===== src/rtl/tcb10_pkg.sv =====
package tcb10_pkg;
  typedef enum logic {
    DIR_UP   = 1'b0,
    DIR_DOWN = 1'b1
  } dir_e;
endpackage


===== src/rtl/tcb10_stage.sv =====
module tcb10_stage #(
  parameter int HI_W = 2
) (
  input  logic            clk,
  input  logic            rst_n,
  input  logic            wr_hi,
  input  logic            cap_hi,
  input  logic [HI_W-1:0] wr_bits,
  input  logic [HI_W-1:0] cnt_hi,
  output logic [HI_W-1:0] stage_q
);
  always_ff @(posedge clk) begin
    if (!rst_n)      stage_q <= '0;
    else if (wr_hi)  stage_q <= wr_bits;
    else if (cap_hi) stage_q <= cnt_hi;
  end

  // a low-byte read leaves the counter's upper bits in the staging register
  p_rdlo_capture_r3: assert property (@(posedge clk) disable iff (!rst_n)
    (cap_hi && !wr_hi) |=> stage_q == $past(cnt_hi));
  // a staging write keeps the written bits
  p_hi_write_r2: assert property (@(posedge clk) disable iff (!rst_n)
    wr_hi |=> stage_q == $past(wr_bits));
  // with no staging access the register holds
  p_stage_hold_r12: assert property (@(posedge clk) disable iff (!rst_n)
    (!wr_hi && !cap_hi) |=> $stable(stage_q));
endmodule


===== src/rtl/tcb10_wrsync.sv =====
module tcb10_wrsync #(
  parameter int CNT_W       = 10,
  parameter int SYNC_STAGES = 1
) (
  input  logic             clk,
  input  logic             rst_n,
  input  logic             wr_req,
  input  logic [CNT_W-1:0] wr_value,
  output logic             load_valid,
  output logic [CNT_W-1:0] load_value
);
  logic [SYNC_STAGES-1:0] vld_q;
  logic [CNT_W-1:0]       val_q [SYNC_STAGES];

  for (genvar g = 0; g < SYNC_STAGES; g++) begin : g_pipe
    if (g == 0) begin : g_first
      always_ff @(posedge clk) begin
        if (!rst_n) begin
          vld_q[g] <= 1'b0;
          val_q[g] <= '0;
        end else begin
          vld_q[g] <= wr_req;
          val_q[g] <= wr_value;
        end
      end
    end else begin : g_next
      always_ff @(posedge clk) begin
        if (!rst_n) begin
          vld_q[g] <= 1'b0;
          val_q[g] <= '0;
        end else begin
          vld_q[g] <= vld_q[g-1];
          val_q[g] <= val_q[g-1];
        end
      end
    end
  end

  assign load_valid = vld_q[SYNC_STAGES-1];
  assign load_value = val_q[SYNC_STAGES-1];
endmodule


===== src/rtl/tcb10_core.sv =====
module tcb10_core
  import tcb10_pkg::*;
#(
  parameter int CNT_W = 10
) (
  input  logic             clk,
  input  logic             rst_n,
  input  logic             load_valid,
  input  logic [CNT_W-1:0] load_value,
  input  logic             cnt_en,
  input  logic             turn_up,
  input  logic             turn_down,
  output logic [CNT_W-1:0] cnt_q,
  output dir_e             dir_q
);
  always_ff @(posedge clk) begin
    if (!rst_n) begin
      cnt_q <= '0;
      dir_q <= DIR_UP;
    end else begin
      if (load_valid) begin
        cnt_q <= load_value;
        dir_q <= DIR_UP;
      end else begin
        if (cnt_en) begin
          if (dir_q == DIR_UP) cnt_q <= cnt_q + 1'b1;
          else                 cnt_q <= cnt_q - 1'b1;
        end
        if (turn_up)        dir_q <= DIR_UP;
        else if (turn_down) dir_q <= DIR_DOWN;
      end
    end
  end

  // one step up per enabled cycle, modulo the counter width
  p_up_step_r6: assert property (@(posedge clk) disable iff (!rst_n)
    (cnt_en && !load_valid && dir_q == DIR_UP) |=> cnt_q == CNT_W'($past(cnt_q) + 1));
  // one step down per enabled cycle, modulo the counter width
  p_down_step_r7: assert property (@(posedge clk) disable iff (!rst_n)
    (cnt_en && !load_valid && dir_q == DIR_DOWN) |=> cnt_q == CNT_W'($past(cnt_q) - 1));
  // no enable and no load means no change
  p_hold_r8: assert property (@(posedge clk) disable iff (!rst_n)
    (!cnt_en && !load_valid) |=> $stable(cnt_q));
  // a load lands the value and restores upward counting
  p_load_up_r9: assert property (@(posedge clk) disable iff (!rst_n)
    load_valid |=> (dir_q == DIR_UP && cnt_q == $past(load_value)));
  // a down pulse without a load or an up pulse turns the direction
  p_turn_down_r10: assert property (@(posedge clk) disable iff (!rst_n)
    (turn_down && !turn_up && !load_valid) |=> dir_q == DIR_DOWN);
endmodule


===== src/rtl/tcb10_timer.sv =====
module tcb10_timer
  import tcb10_pkg::*;
#(
  parameter int CNT_W       = 10,
  parameter int BUS_W       = 8,
  parameter int ADDR_W      = 2,
  parameter int ADDR_LO     = 0,
  parameter int ADDR_HI     = 1,
  parameter int SYNC_STAGES = 1
) (
  input  logic               clk,
  input  logic               rst_n,
  input  logic [ADDR_W-1:0]  bus_addr,
  input  logic               bus_wr,
  input  logic               bus_rd,
  input  logic [BUS_W-1:0]   bus_wdata,
  output logic [BUS_W-1:0]   bus_rdata,
  input  logic               cnt_en,
  input  logic               turn_up,
  input  logic               turn_down,
  output logic [CNT_W-1:0]   count_value,
  output logic               dir_down,
  output logic [CNT_W-BUS_W-1:0] stage_bits
);
  localparam int HI_W = CNT_W - BUS_W;

  logic             sel_lo, sel_hi;
  logic             wr_lo, wr_hi, cap_hi;
  logic [HI_W-1:0]  stage_q;
  logic [CNT_W-1:0] cnt_q;
  logic             load_valid;
  logic [CNT_W-1:0] load_value;
  dir_e             dir_q;

  assign sel_lo = (bus_addr == ADDR_W'(ADDR_LO));
  assign sel_hi = (bus_addr == ADDR_W'(ADDR_HI));
  assign wr_lo  = bus_wr && sel_lo;
  assign wr_hi  = bus_wr && sel_hi;
  assign cap_hi = bus_rd && !bus_wr && sel_lo;

  tcb10_stage #(.HI_W(HI_W)) u_stage (
    .clk     (clk),
    .rst_n   (rst_n),
    .wr_hi   (wr_hi),
    .cap_hi  (cap_hi),
    .wr_bits (bus_wdata[HI_W-1:0]),
    .cnt_hi  (cnt_q[CNT_W-1:BUS_W]),
    .stage_q (stage_q)
  );

  tcb10_wrsync #(.CNT_W(CNT_W), .SYNC_STAGES(SYNC_STAGES)) u_sync (
    .clk        (clk),
    .rst_n      (rst_n),
    .wr_req     (wr_lo),
    .wr_value   ({stage_q, bus_wdata}),
    .load_valid (load_valid),
    .load_value (load_value)
  );

  tcb10_core #(.CNT_W(CNT_W)) u_core (
    .clk        (clk),
    .rst_n      (rst_n),
    .load_valid (load_valid),
    .load_value (load_value),
    .cnt_en     (cnt_en),
    .turn_up    (turn_up),
    .turn_down  (turn_down),
    .cnt_q      (cnt_q),
    .dir_q      (dir_q)
  );

  always_comb begin
    bus_rdata = '0;
    if (sel_lo)      bus_rdata = cnt_q[BUS_W-1:0];
    else if (sel_hi) bus_rdata = {{(BUS_W-HI_W){1'b0}}, stage_q};
  end

  assign count_value = cnt_q;
  assign dir_down    = (dir_q == DIR_DOWN);
  assign stage_bits  = stage_q;

  // the reserved staging bits never read as one
  p_hi_reserved_r2: assert property (@(posedge clk) disable iff (!rst_n)
    (bus_rd && sel_hi) |-> bus_rdata[BUS_W-1:HI_W] == '0);
  // unused addresses return zero
  p_unused_zero_r12: assert property (@(posedge clk) disable iff (!rst_n)
    (bus_rd && !sel_lo && !sel_hi) |-> bus_rdata == '0);
endmodule


===== config.mk =====
export PLATFORM = sky130hd
export DESIGN_NAME = tcb10_timer
export DESIGN_NICKNAME = d
export VERILOG_FILES = /design/src/rtl/tcb10_pkg.sv /design/src/rtl/tcb10_stage.sv /design/src/rtl/tcb10_wrsync.sv /design/src/rtl/tcb10_core.sv /design/src/rtl/tcb10_timer.sv
export SDC_FILE = /design/constraint.sdc
export NUM_CORES = 1
export LEC_CHECK = 0
export BUFFER_PORTS_ARGS = -buffer_cell sky130_fd_sc_hd__buf_2
export CORE_AREA = 2 2 57 59
export DETAILED_ROUTE_END_ITERATION = 6
export DIE_AREA = 0 0 59 61
export MAX_ROUTING_LAYER = met4
export PLACE_DENSITY = 0.73
export SYNTH_ARGS = -nofsm -noshare
export SYNTH_HDL_FRONTEND = slang
export SYNTH_SLANG_ARGS = --single-unit

===== constraint.sdc =====
create_clock -name clk -period 1.8 [get_ports clk]
set_input_delay 0.45 -clock clk [delete_from_list [all_inputs] [get_ports clk]]
set_output_delay 0.45 -clock clk [all_outputs]
set_load 0.01 [all_outputs]

======== Word-level counts from Yosys, hierarchy flattened ========
Memories as Yosys holds them, arrays and structs flattened.
Index checks and enable logic that the tools add are counted.
storage, ports and cells
  register bits after elaboration ......... 14
  latch bits .............................. 0
  RAM bits ................................ 10
  ROM bits ................................ 0
  input port bits ......................... 17
  output and inout bits ................... 21
  memories kept ........................... 1
operators by class
  add/subtract/negate cells ............... 2
  multipliers ............................. 0
  div/mod/pow operators ................... 0
  order comparisons ....................... 0
  equality and inequality tests ........... 1
  shift-type cells ........................ 0
  multiplexer cells ....................... 11
  bitwise operators ....................... 1
  reduce and logical (&&, ||, !) cells .... 10
memory list
  memory        words  width  read ports  clocked after Yosys merged registers in  write ports  line                RTL
  u_sync.val_q  1      10     1           0                                        1            tcb10_wrsync.sv:13  logic [CNT_W-1:0] val_q [SYNC_STAGES];
operators by type and width
  operator                                             count
  two-way mux 10 bit                                   4
  adder 10 x 1 -> 10 bit, second input constant        1
  OR reduction 10 bit                                  1
  subtractor 10 x 1 -> 10 bit, second input constant   1
  two-way mux 8 bit                                    1
  two-way mux 2 bit                                    3
  logical AND 1 bit                                    4
  nonzero test 2 bit                                   2
  two-way mux 1 bit                                    3
  OR reduction 3 bit                                   1
  equality test 2 x 1 -> 1 bit, second input constant  1
  zero test 2 bit                                      1
  zero test 1 bit                                      1
  NOT 1 bit                                            1

======== Longest topological paths before layout ========
Gate-level depths: netlist of run 1.
  depth after elaboration ................. 5
  gate-level depth with buffers ........... 6

======== Modules after synthesis ========
Synthesis of run 1 repeated with hierarchy kept, for this count alone.
second synthesis, totals
  cell total of the unflattened synthesis .. 152
  area total of the unflattened synthesis .. 1,365.1 um2
modules (own cells, without submodules)
  module        instances  cells each  area each (um2)
  tcb10_core    1          107         873.3
  tcb10_wrsync  1          23          300.3
  tcb10_timer   1          14          96.3
  tcb10_stage   1          8           95.1

======== Least setup slack after synthesis of run 1 ========
Ideal clock, no wire load.
  path kind ............................... flip-flop to flip-flop
  start point ............................. register u_core.dir_q
  end point ............................... register u_core.cnt_q[7]
  setup time .............................. 134 ps
  data arrival time ....................... 1,787 ps
  required time ........................... 1,666 ps
  setup slack ............................. -121 ps
  stages on the path, launching flop included .. 7
  period minus slack after synthesis ...... 1,921 ps
  path through ............................ dfxtp_1 -> ha_1 -> a211oi_2 -> o21bai_2 -> o32ai_1 -> xor2_1 -> o22ai_1
on the way
  cells in the longest elaborated chain, start to end .. 3
RTL lines
  what                    line              RTL
  from (decl)             tcb10_core.sv:14  output dir_e dir_q
  from (signal assigned)  tcb10_core.sv:19  dir_q <= DIR_UP;
  from (signal assigned)  tcb10_core.sv:23  dir_q <= DIR_UP;
  from (signal assigned)  tcb10_core.sv:29  if (turn_up) dir_q <= DIR_UP;
  two-way mux 10 bit      tcb10_core.sv:26  if (dir_q == DIR_UP) cnt_q <= cnt_q + 1'b1;
  two-way mux 10 bit      tcb10_core.sv:25  if (cnt_en) begin
  two-way mux 10 bit      tcb10_core.sv:21  if (load_valid) begin
  to (signal assigned)    tcb10_core.sv:22  cnt_q <= load_value;
  to (signal assigned)    tcb10_core.sv:26
  to (signal assigned)    tcb10_core.sv:27  else cnt_q <= cnt_q - 1'b1;
  to (decl)               tcb10_core.sv:13  output logic [CNT_W-1:0] cnt_q,
No other way between the ends. The select of a mux whose other input is x is not followed.
A chain may end at the register's enable or synchronous reset.

======== Worst setup path after layout of run 1 ========
Ends and elaborated chain as after synthesis.

==> reports/results.ini, run 1 <==
[outcome]
violations = negative setup slack
outcome = finished with violations

[worst_hold_path]
hp-class = in2reg

[clock_network]
clock_tree.buffer_depth = 2
clkLatencyLatePin_ns = 0.31
clk_pin_slew_ns = 0.13
clock_sinks = 24
ctsHoldBuffers = 0
cts-buffers-inserted = 3
cts_root_buf = clkbuf_4
htree_levels = 1
tritoncts = done

[die]
fp-row-count = 20
fp.coreArea_sq_um = 2950
dieArea_sq_um = 3600
die_h_um = 61
initial_utilization_pct = 45.2
ios = 38
dieWidth_um = 59

[sta]
setup_viol = 1
finalCritPeriodShare_pct = 101
fmax_mhz = 552
max-slew-margin-rel_pct = 74.4
rsz0062_at_grt = yes
fin_ws_ns = -0.0108
finalMaxSlewViolations = 0
hold_ws_ns = 0.279
final.setup.tns_ns = -0.0108
finalHoldViolCount = 0
worst_pin_slew_ns = 0.383
timing.final.crit_period_ns = 1.81
finClkSkew_ns = 0.00219

[route]
wl_per_cell_um = 17.5
avgViaCountPerCell = 5.79
wl_mm = 4.18
drc = 0
dr.pass1.iters = 4
ant_nets = 0
first_iter_violations = 53
vias = 1385

[pwr]
p_per_area_nw_per_um2 = 638
ir_worst_vdd_mv = 0.356
p_leak_nw = 0.834

[flow_run]
drv_cap = 0

[worst_setup_path]
startpoint_type = flop
crit_fanout = 8
cp_data_required_time_ns = 2.05
end_kind = flop
worstSetupPathType = reg2reg
arrival_ns = 2.06

[grt]
track_usage_pct = 23.5
grt_max_degree = 15
grt_pass1_wl_mm = 6.18
antenna_found_initial = 0
grt.overflow.total = 0
grt_pass1_vias = 1284

[logic_synthesis]
synth_nets = 182
yosys.area.top_type = dfxtp_1
syn_inst = 156
synthesis.area_sq_um = 1340
synth_top_area_share_pct = 36.0
ys_ff_latch = 24
synth-seq-area-share_pct = 36.0
yosysWarnings = 0
ys_types = 37
synthTopCellsByArea = dfxtp_1, ha_1, and2_1
avgSynthCellArea_sq_um = 8.56

[final_layout]
final_util_pct = 62.0
n_antenna_cell = 0
area_delta_synth_final_pct = 37.1
drive_above_1_share_pct = 38.3
stdcell_area_sq_um = 1830
nFillCells = 254
nets = 234

[placed_design]
dpl_cell_area_sq_um = 1650
io_buffers = 37
gp_congestion = 0.883
post-dp-hpwl_mm = 2.84

==> per-stage QoR <==
stage	instances	total power [mW]	worst slack, ns
after CTS	237	1.11	0.00458
after floorplan	156	0.758	0.0338
after global routing	239	1.22	-0.111
final	239	1.17	-0.0108
after global placement	234	0.864	0.0425
after detailed placement	234	0.876	-0.0547
==> Yosys cell counts, drive strengths merged <==
cell,number
o22ai,6
or3,2
and2,13
o22a,1
fa,1
clkbuf,4
nor4,1
nor4b,1
a21o,4
o21bai,2
a21boi,1
a211oi,6
dfxtp,24
nor2,16
and3,2
o32ai,2
a21oi,13
buf,3
ha,8
a31oi,2
nor3,4
xor2,6
nand2,8
inv,6
o21ai,8
nor3b,4
mux2i,4
and4b,1
nand3,2
xnor2,1
==> final timing paths <==
check / endpoint / start / slack [ns] / cells after the start
hold reg to reg: u_core.cnt_q[4]$_SDFFE_PN0P_ / u_sync.val_q[0][4]$_SDFF_PN0_ / 0.46 / 2
hold / removal: u_core.dir_q$_SDFFE_PP0P_ / turn_up / 0.28 / 2
setup / recovery: u_core.cnt_q[7]$_SDFFE_PN0P_ / u_core.dir_q$_SDFFE_PP0P_ / -0.01 / 7
setup reg to reg: u_core.cnt_q[7]$_SDFFE_PN0P_ / u_core.dir_q$_SDFFE_PP0P_ / -0.01 / 7
==> report_power, final <==
group	internal (mW)	switching, mW	leakage, nW	total (mW)
Clock	0.0782	0.162	0.0138	0.240
Sequential	0.563	0.0346	0.199	0.598
Combinational	0.163	0.167	0.622	0.330
==> flip-flops by register name, indices dropped and copies added (netlist names) <==
signal and cells:
u_sync.load_valid 1, u_stage.stage_q 2, u_core.cnt_q 10, u_sync.val_q 10, u_core.dir_q 1
==> routing by layer <==
metal | part of all wire, % | vias to the layer above | track usage [%] | wire length [um]
li1 | - | 659 | - | -
met2 | 51 | 39 | 37.6 | 2130
met5 | 0 | - | - | 0
met4 | 1.6 | 0 | 7.79 | 65
met3 | 4.5 | 8 | 2.77 | 190
met1 | 43 | 679 | 31.0 | 1790
==> cell type report <==
cell class	count	area [sq um]	area share, %
clock buffers	3	22.5	1.23
repair buffers	54	317	17.3
inverters	6	22.5	1.23
well taps	33	41.3	2.26
multi-input cells	119	941	51.4
flip-flops and latches	24	487	26.6
==> worst max-delay path: stages, from the launching register on <==
cell and delay, ns:
dfxtp_4 0.43, buf_4 0.16, ha_4 0.28, o21ai_2 0.07
a21boi_0 0.33, o32ai_2 0.16, xor2_1 0.16, o22ai_1 0.15
==> logic make-up (layout without fill, tap and decap cells) <==
kind of cell | count (synthesis) | after routing | synth area share (%)
compound gates | 45 | 45 | 22.2
xor+xnor | 7 | 7 | 4.59
fa+ha+maj | 9 | 9 | 9.00
buf+inv | 13 | 63 | 4.12
flops | 24 | 24 | 36.0
mux | 4 | 4 | 3.00
simple gates | 54 | 54 | 21.1
==> what timing repair did <==
item | in CTS | in global routing
endpoints found under the setup margin | 3 | 6
pin swaps | 2 | 9
setup buffers | 0 | 2
gates resized for setup | 6 | 17
==> cells in the final DEF, fill, tap and decap left out, types with 3 or more instances in the layout <==
master,instances
and2_1,13
nor2_1,16
o22ai_1,5
o21ai_0,4
buf_4,16
nor3_1,4
a211oi_1,4
clkbuf_4,3
inv_1,6
a21oi_1,12
dfxtp_1,21
o21ai_2,3
mux2i_1,4
buf_2,37
nand2_1,8
xor2_1,6
a21o_1,3
nor3b_1,4
ha_4,7
(Power assumes the default switching activity.)
==> inputs of run 2 (changes only) <==
Settings changed: CORE_AREA 2 2 57 59 to 2 2 61 63, DIE_AREA 0 0 59 61 to 0 0 63 65, HOLD_SLACK_MARGIN set to 0.02, PLACE_DENSITY 0.73 to 0.65, REMOVE_ABC_BUFFERS set to 1.
==> run 2 against run 1 <==
Effect of this change: the flow now finishes without violations; sequential share of layout area is 1.4 points lower; total power is 12% higher; sequential cell count stayed put; non-clock buffer count is 7 higher; routed wire length is 14% lower; final cell count is 9.6% higher; worst setup slack better by 0.061 ns; clock-buffer cell count stayed put; worst hold slack better by 0.011 ns; register-to-register slack better by 0.06 ns.
==> reports/results.ini, run 2 (synthesis gave the netlist of run 1 again) <==
[outcome]
outcome = finished clean  ; was finished with violations

[clock_network]
clk_pin_slew_ns = 0.13  ; about the same
clock_sinks = 24  ; unchanged
clock_tree.buffer_depth = 2  ; unchanged
htree_levels = 1  ; unchanged
cts-buffers-inserted = 3  ; unchanged
clkLatencyLatePin_ns = 0.32  ; was 0.31 ns
tritoncts = done  ; unchanged
cts_root_buf = clkbuf_4  ; unchanged
ctsHoldBuffers = 0  ; unchanged

[sta]
finalMaxSlewViolations = 0  ; unchanged
finClkSkew_ns = 0.00743  ; was 0.00219 ns
setup_viol = 0  ; was 1
fmax_mhz = 572  ; was 552 MHz
max-slew-margin-rel_pct = 75.1  ; was 74.4%
finalCritPeriodShare_pct = 97.2  ; was 101%
timing.final.crit_period_ns = 1.75  ; was 1.81 ns
worst_pin_slew_ns = 0.372  ; was 0.383 ns
finalHoldViolCount = 0  ; unchanged
rsz0062_at_grt = yes  ; unchanged

[worst_setup_path]
end_kind = flop  ; unchanged
reg2regPathDepth = 7  ; unchanged
cp_data_required_time_ns = 2.02  ; was 2.05 ns
crit_top_cell = a21o_1
path_delay_family = compound AO/OA/AOI/OAI gates  ; unchanged
cp_slowest_stage_delay_ns = 0.41  ; was 0.43 ns
startpoint = u_core.dir_q$_SDFFE_PP0P_  ; unchanged
cp_slowest_cell = dfxtp_4  ; unchanged
r2r_start = u_core.dir_q$_SDFFE_PP0P_  ; unchanged
arrival_ns = 1.97  ; was 2.06 ns
timing.critical_path.buf_inv = 1  ; unchanged
path_cells = buf_6, ha_4, a21o_1, a21o_1, a21oi_2, o32ai_1, or3_1  ; was buf_4, ha_4, o21ai_2, a21boi_0, o32ai_2, xor2_1, o22ai_1
startpoint_type = flop  ; unchanged
crit_fanout = 7  ; was 8
worstSetupPathType = reg2reg  ; unchanged
path_depth = 7  ; unchanged

[final_layout]
layout_common_cells = buf_2, buf_4, dfxtp_1  ; was buf_2, dfxtp_1, nor2_1, buf_4, and2_1
fin_cells = 262  ; was 239
drive_above_1_share_pct = 42.5  ; was 38.3%
layout_commonest_cell = buf_2  ; unchanged
final_util_pct = 55.5  ; was 62.0%
nFillCells = 330  ; was 254
n_antenna_cell = 0  ; unchanged
nets = 241  ; was 234
area_delta_synth_final_pct = 45.3  ; was 37.1%
top_regs = u_core.cnt_q: 10 flops, u_sync.val_q: 10 flops, u_stage.stage_q: 2 flops  ; unchanged

[placed_design]
dp_cells = 258  ; was 234
post-dp-hpwl_mm = 2.68  ; was 2.84 mm
gp_congestion = 0.852  ; was 0.883
io_buffers = 37  ; unchanged

[grt]
grt_max_degree = 15  ; unchanged
grt_pass1_vias = 1307  ; was 1284
grt_pass1_wl_mm = 6.04  ; was 6.18 mm
track_usage_pct = 19.4  ; was 23.5%
grt.overflow.total = 0  ; unchanged
antenna_found_initial = 0  ; unchanged

[die]
fp-row-count = 22  ; was 20
fp.coreArea_sq_um = 3500  ; was 2950 sq um
initial_utilization_pct = 38.2  ; was 45.2%
ios = 38  ; unchanged
dieArea_sq_um = 4100  ; was 3600 sq um
dieWidth_um = 63  ; was 59 um
die_h_um = 65  ; was 61 um

[pwr]
report.power.total_mw = 1.31  ; was 1.17 mW
ir_worst_vdd_mv = 0.373  ; was 0.356 mV
p_per_area_nw_per_um2 = 674  ; was 638 nW/um^2
p_leak_nw = 0.882  ; was 0.834 nW

[route]
wl_per_cell_um = 13.7  ; was 17.5 um
dr.pass1.iters = 4  ; unchanged
wl_mm = 3.60  ; was 4.18 mm
vias = 1342  ; was 1385
first_iter_violations = 54  ; was 53
ant_nets = 0  ; unchanged
drc = 0  ; unchanged
avgViaCountPerCell = 5.12  ; was 5.79

[worst_hold_path]
hp-class = in2reg  ; unchanged
hold_depth = 2  ; unchanged
hold_start = turn_up  ; unchanged

[flow_run]
drv_cap = 0  ; unchanged

run 2: per-layer routing:
layer  routed length, um  track usage (%)  share of wire, %
met5                   0                -                 0
met4                  48             5.83               1.3
met3                 114             2.78               3.2
met2                1740             31.6                48
met1                1700             25.1                47
run 2: area by class of cell:
cell class / count / area [sq um] / share of cell area [%]
clock inverter: 1 / 30.0 / 1.55
multi-input combinational: 119 / 942 / 48.6
timing repair buffer: 61 / 373 / 19.2
inverter: 6 / 22.5 / 1.16
tap: 48 / 60.1 / 3.10
sequential: 24 / 489 / 25.2
clock buffer: 3 / 22.5 / 1.16
run 2: through the flow:
| step | setup slack, ns | instance area (sq um) | hold WS, ns | setup TNS (ns) |
|---|---|---|---|---|
| final | 0.0504 | 1940 | 0.290 | 0 |
| after CTS | 0.000937 | 1840 | 0.276 | 0 |
| after detailed placement | -0.0875 | 1730 | 0.440 | -0.149 |
| after global placement | -0.0298 | 1730 | 0.429 | -0.0596 |
| after floorplan | -0.121 | 1300 | 0.426 | -0.321 |
| after global routing | -0.0106 | 1940 | 0.274 | -0.0169 |
run 2: worst paths after layout:
path                                       end  slack (ns)
setup / recovery  u_core.cnt_q[9]$_SDFFE_PN0P_        0.05
hold / removal       u_core.dir_q$_SDFFE_PP0P_        0.29
hold reg to reg   u_core.cnt_q[4]$_SDFFE_PN0P_        0.45
setup reg to reg  u_core.cnt_q[9]$_SDFFE_PN0P_        0.05
run 2: timing repair:
item / 4_1_cts / 5_1_grt
pin swaps: 5 / 9
endpoints found under the setup margin: 4 / 5
endpoints found under the hold margin: 0 / 0
buffers inserted: 0 / 0
resized for setup: 9 / 18
cloned: 0 / 0
run 2: power breakdown:
part           internal, mW  leakage (nW)  switching, mW
Combinational         0.162         0.655          0.157
Clock                 0.225        0.0279          0.169
Sequential            0.563         0.199         0.0310
Total                 0.951         0.882          0.357
==> inputs of run 3 (changes only) <==
Settings changed: PLACE_DENSITY 0.65 to 0.71.
==> run 3 against run 2 <==
Effect of this change: cell area grew 0.13%; critical path depth is the same; utilization grew 0.072 points; first-iteration DRC count shrank 11%; worst hold slack lost 0.0075 ns; non-clock buffer count grew 3; final cell count grew 0.76%; via count grew 0.97%; combinational power grew 6.6%; routed wire length grew 8.3%; critical path type unchanged; largest power group unchanged; highest routed layer unchanged.
==> reports/results.ini, run 3 (synthesis gave the netlist of run 1 again) <==
[final_layout]
layout_commonest_cell = buf_2  ; unchanged
top_regs = u_core.cnt_q: 10 flops, u_sync.val_q: 10 flops, u_stage.stage_q: 2 flops  ; unchanged
final_util_pct = 55.5  ; about the same
nFillCells = 343  ; was 330
stdcell_area_sq_um = 1940  ; about the same
layout_common_cells = buf_2, buf_4, dfxtp_1  ; unchanged
multi_input_area_sq_um = 956  ; was 942 sq um
area_delta_synth_final_pct = 45.5  ; was 45.3%
fin_cells = 264  ; was 262
drive_above_1_share_pct = 42.1  ; was 42.5%
n_antenna_cell = 0  ; unchanged
ff_latch_area_sq_um = 485  ; was 489 sq um
nets = 244  ; was 241

[grt]
track_usage_pct = 19.9  ; was 19.4%
met3_usage_pct = 2.95  ; was 2.78%
antenna_found_initial = 0  ; unchanged
top_usage_layer = met2  ; unchanged
grt_util_met2_pct = 33.4  ; was 31.6%
grt.overflow.total = 0  ; unchanged
use_met1_pct = 24.5  ; was 25.1%
grt_pass1_wl_mm = 6.12  ; was 6.04 mm
grt_max_degree = 14  ; was 15
grt_pass1_vias = 1330  ; was 1307

[sta]
worst_pin_slew_ns = 0.308  ; was 0.372 ns
setup_viol = 0  ; unchanged
hold_ws_ns = 0.282  ; was 0.290 ns
max-slew-margin-rel_pct = 79.2  ; was 75.1%
finalMaxSlewViolations = 0  ; unchanged
timing.final.crit_period_ns = 1.76  ; was 1.75 ns
fin_ws_ns = 0.0384  ; was 0.0504 ns
finClkSkew_ns = 0.000805  ; was 0.00743 ns
finalCritPeriodShare_pct = 97.9  ; was 97.2%
rsz0062_at_grt = yes  ; unchanged
finalHoldViolCount = 0  ; unchanged
fmax_mhz = 568  ; was 572 MHz

[route]
wl_mm = 3.90  ; was 3.60 mm
drc = 0  ; unchanged
wl_per_cell_um = 14.8  ; was 13.7 um
ant_nets = 0  ; unchanged
avgViaCountPerCell = 5.13  ; was 5.12
vias = 1355  ; was 1342
first_iter_violations = 48  ; was 54
dr.pass1.iters = 4  ; unchanged

[placed_design]
dp_slack_ns = -0.110  ; was -0.0875 ns
dp_cells = 258  ; unchanged
dpl_cell_area_sq_um = 1730  ; unchanged
post-dp-hpwl_mm = 2.81  ; was 2.68 mm
io_buffers = 37  ; unchanged
gp_congestion = 0.843  ; was 0.852

[clock_network]
clock_tree.buffer_depth = 2  ; unchanged
clk_pin_slew_ns = 0.12  ; was 0.13 ns
clkLatencyLatePin_ns = 0.31  ; was 0.32 ns
htree_levels = 1  ; unchanged
cts-buffers-inserted = 3  ; unchanged
ctsHoldBuffers = 0  ; unchanged
tritoncts = done  ; unchanged
clock_sinks = 24  ; unchanged
cts_root_buf = clkbuf_4  ; unchanged

[die]
fp.coreArea_sq_um = 3500  ; unchanged
dieWidth_um = 63  ; unchanged
ios = 38  ; unchanged
dieArea_sq_um = 4100  ; unchanged
die_h_um = 65  ; unchanged
initial_utilization_pct = 38.2  ; unchanged
fp-row-count = 22  ; unchanged

[worst_setup_path]
startpoint_type = flop  ; unchanged
crit_fanout = 8  ; was 7
worstSetupPathType = reg2reg  ; unchanged
cp_data_required_time_ns = 2.01  ; was 2.02 ns
arrival_ns = 1.97  ; about the same
end_kind = flop  ; unchanged

[pwr]
p_int_mw = 0.818  ; was 0.951 mW
clockPowerShare_pct = 20.0  ; was 30.2%
swShare_pct = 30.1  ; was 27.3%
p_per_area_nw_per_um2 = 602  ; was 674 nW/um^2
ir_worst_vdd_mv = 0.311  ; was 0.373 mV
p_sw_mw = 0.352  ; was 0.357 mW
power_frac_comb_pct = 29.1  ; was 24.4%
pwr-share-seq_pct = 50.9  ; was 45.4%
p_leak_nw = 0.883  ; was 0.882 nW

[flow_run]
drv_cap = 0  ; unchanged

[worst_hold_path]
hp-class = in2reg  ; unchanged

[outcome]
outcome = finished clean  ; unchanged

## run 3: metrics by stage
step,power [mW],setup TNS [ns]
2_1_floorplan,0.744,-0.321
3_3_place_gp,0.879,-0.0784
3_5_place_dp,0.885,-0.239
4_1_cts,1.12,0
5_1_grt,1.24,-0.124
6_report,1.17,0
## run 3: layer usage
layer	vias up	wire length, um
met3	2	186
met5	-	0
met2	38	1920
met1	635	1760
li1	680	-
met4	0	21
## run 3: critical path, stage by stage (launching register included)
cell	delay [ns]
dfxtp_4	0.47
buf_6	0.16
ha_4	0.13
a21o_1	0.15
a21o_1	0.15
a21oi_2	0.06
and4b_1	0.19
or3_1	0.35
## run 3: power groups by stage
stage / Sequential [mW] / Clock [mW] / Combinational, mW
4_1_cts: 0.588 / 0.238 / 0.292
3_3_place_gp: 0.599 / 0 / 0.280
3_5_place_dp: 0.599 / 0 / 0.285
2_1_floorplan: 0.610 / 0 / 0.135
6_report: 0.596 / 0.234 / 0.340
5_1_grt: 0.601 / 0.266 / 0.374
## run 3: path summary, 6_finish.rpt
path,from,endpoint,slack (ns),depth (start not counted)
worst max-delay path,u_core.dir_q$_SDFFE_PP0P_,u_core.cnt_q[9]$_SDFFE_PN0P_,0.04,7
worst min-delay path,turn_up,u_core.dir_q$_SDFFE_PP0P_,0.28,2
worst max register to register,u_core.dir_q$_SDFFE_PP0P_,u_core.cnt_q[9]$_SDFFE_PN0P_,0.04,7
worst min register to register,u_sync.val_q[0][4]$_SDFF_PN0_,u_core.cnt_q[4]$_SDFFE_PN0P_,0.46,2
## run 3: what timing repair did
action                                  in CTS  in global routing
gates cloned                                 0                  0
endpoints found under the setup margin       5                  5
buffers inserted                             0                  3
resized for setup                            7                 21
pin swaps                                    1                 11
## run 3: layout make-up
cell class              count  share of cell area (%)
repair buffers             64                    20.4
multi-input cells         119                    49.2
inverters                   6                    1.16
clock buffers               3                    1.16
well taps                  48                    3.09
flip-flops and latches     24                    25.0
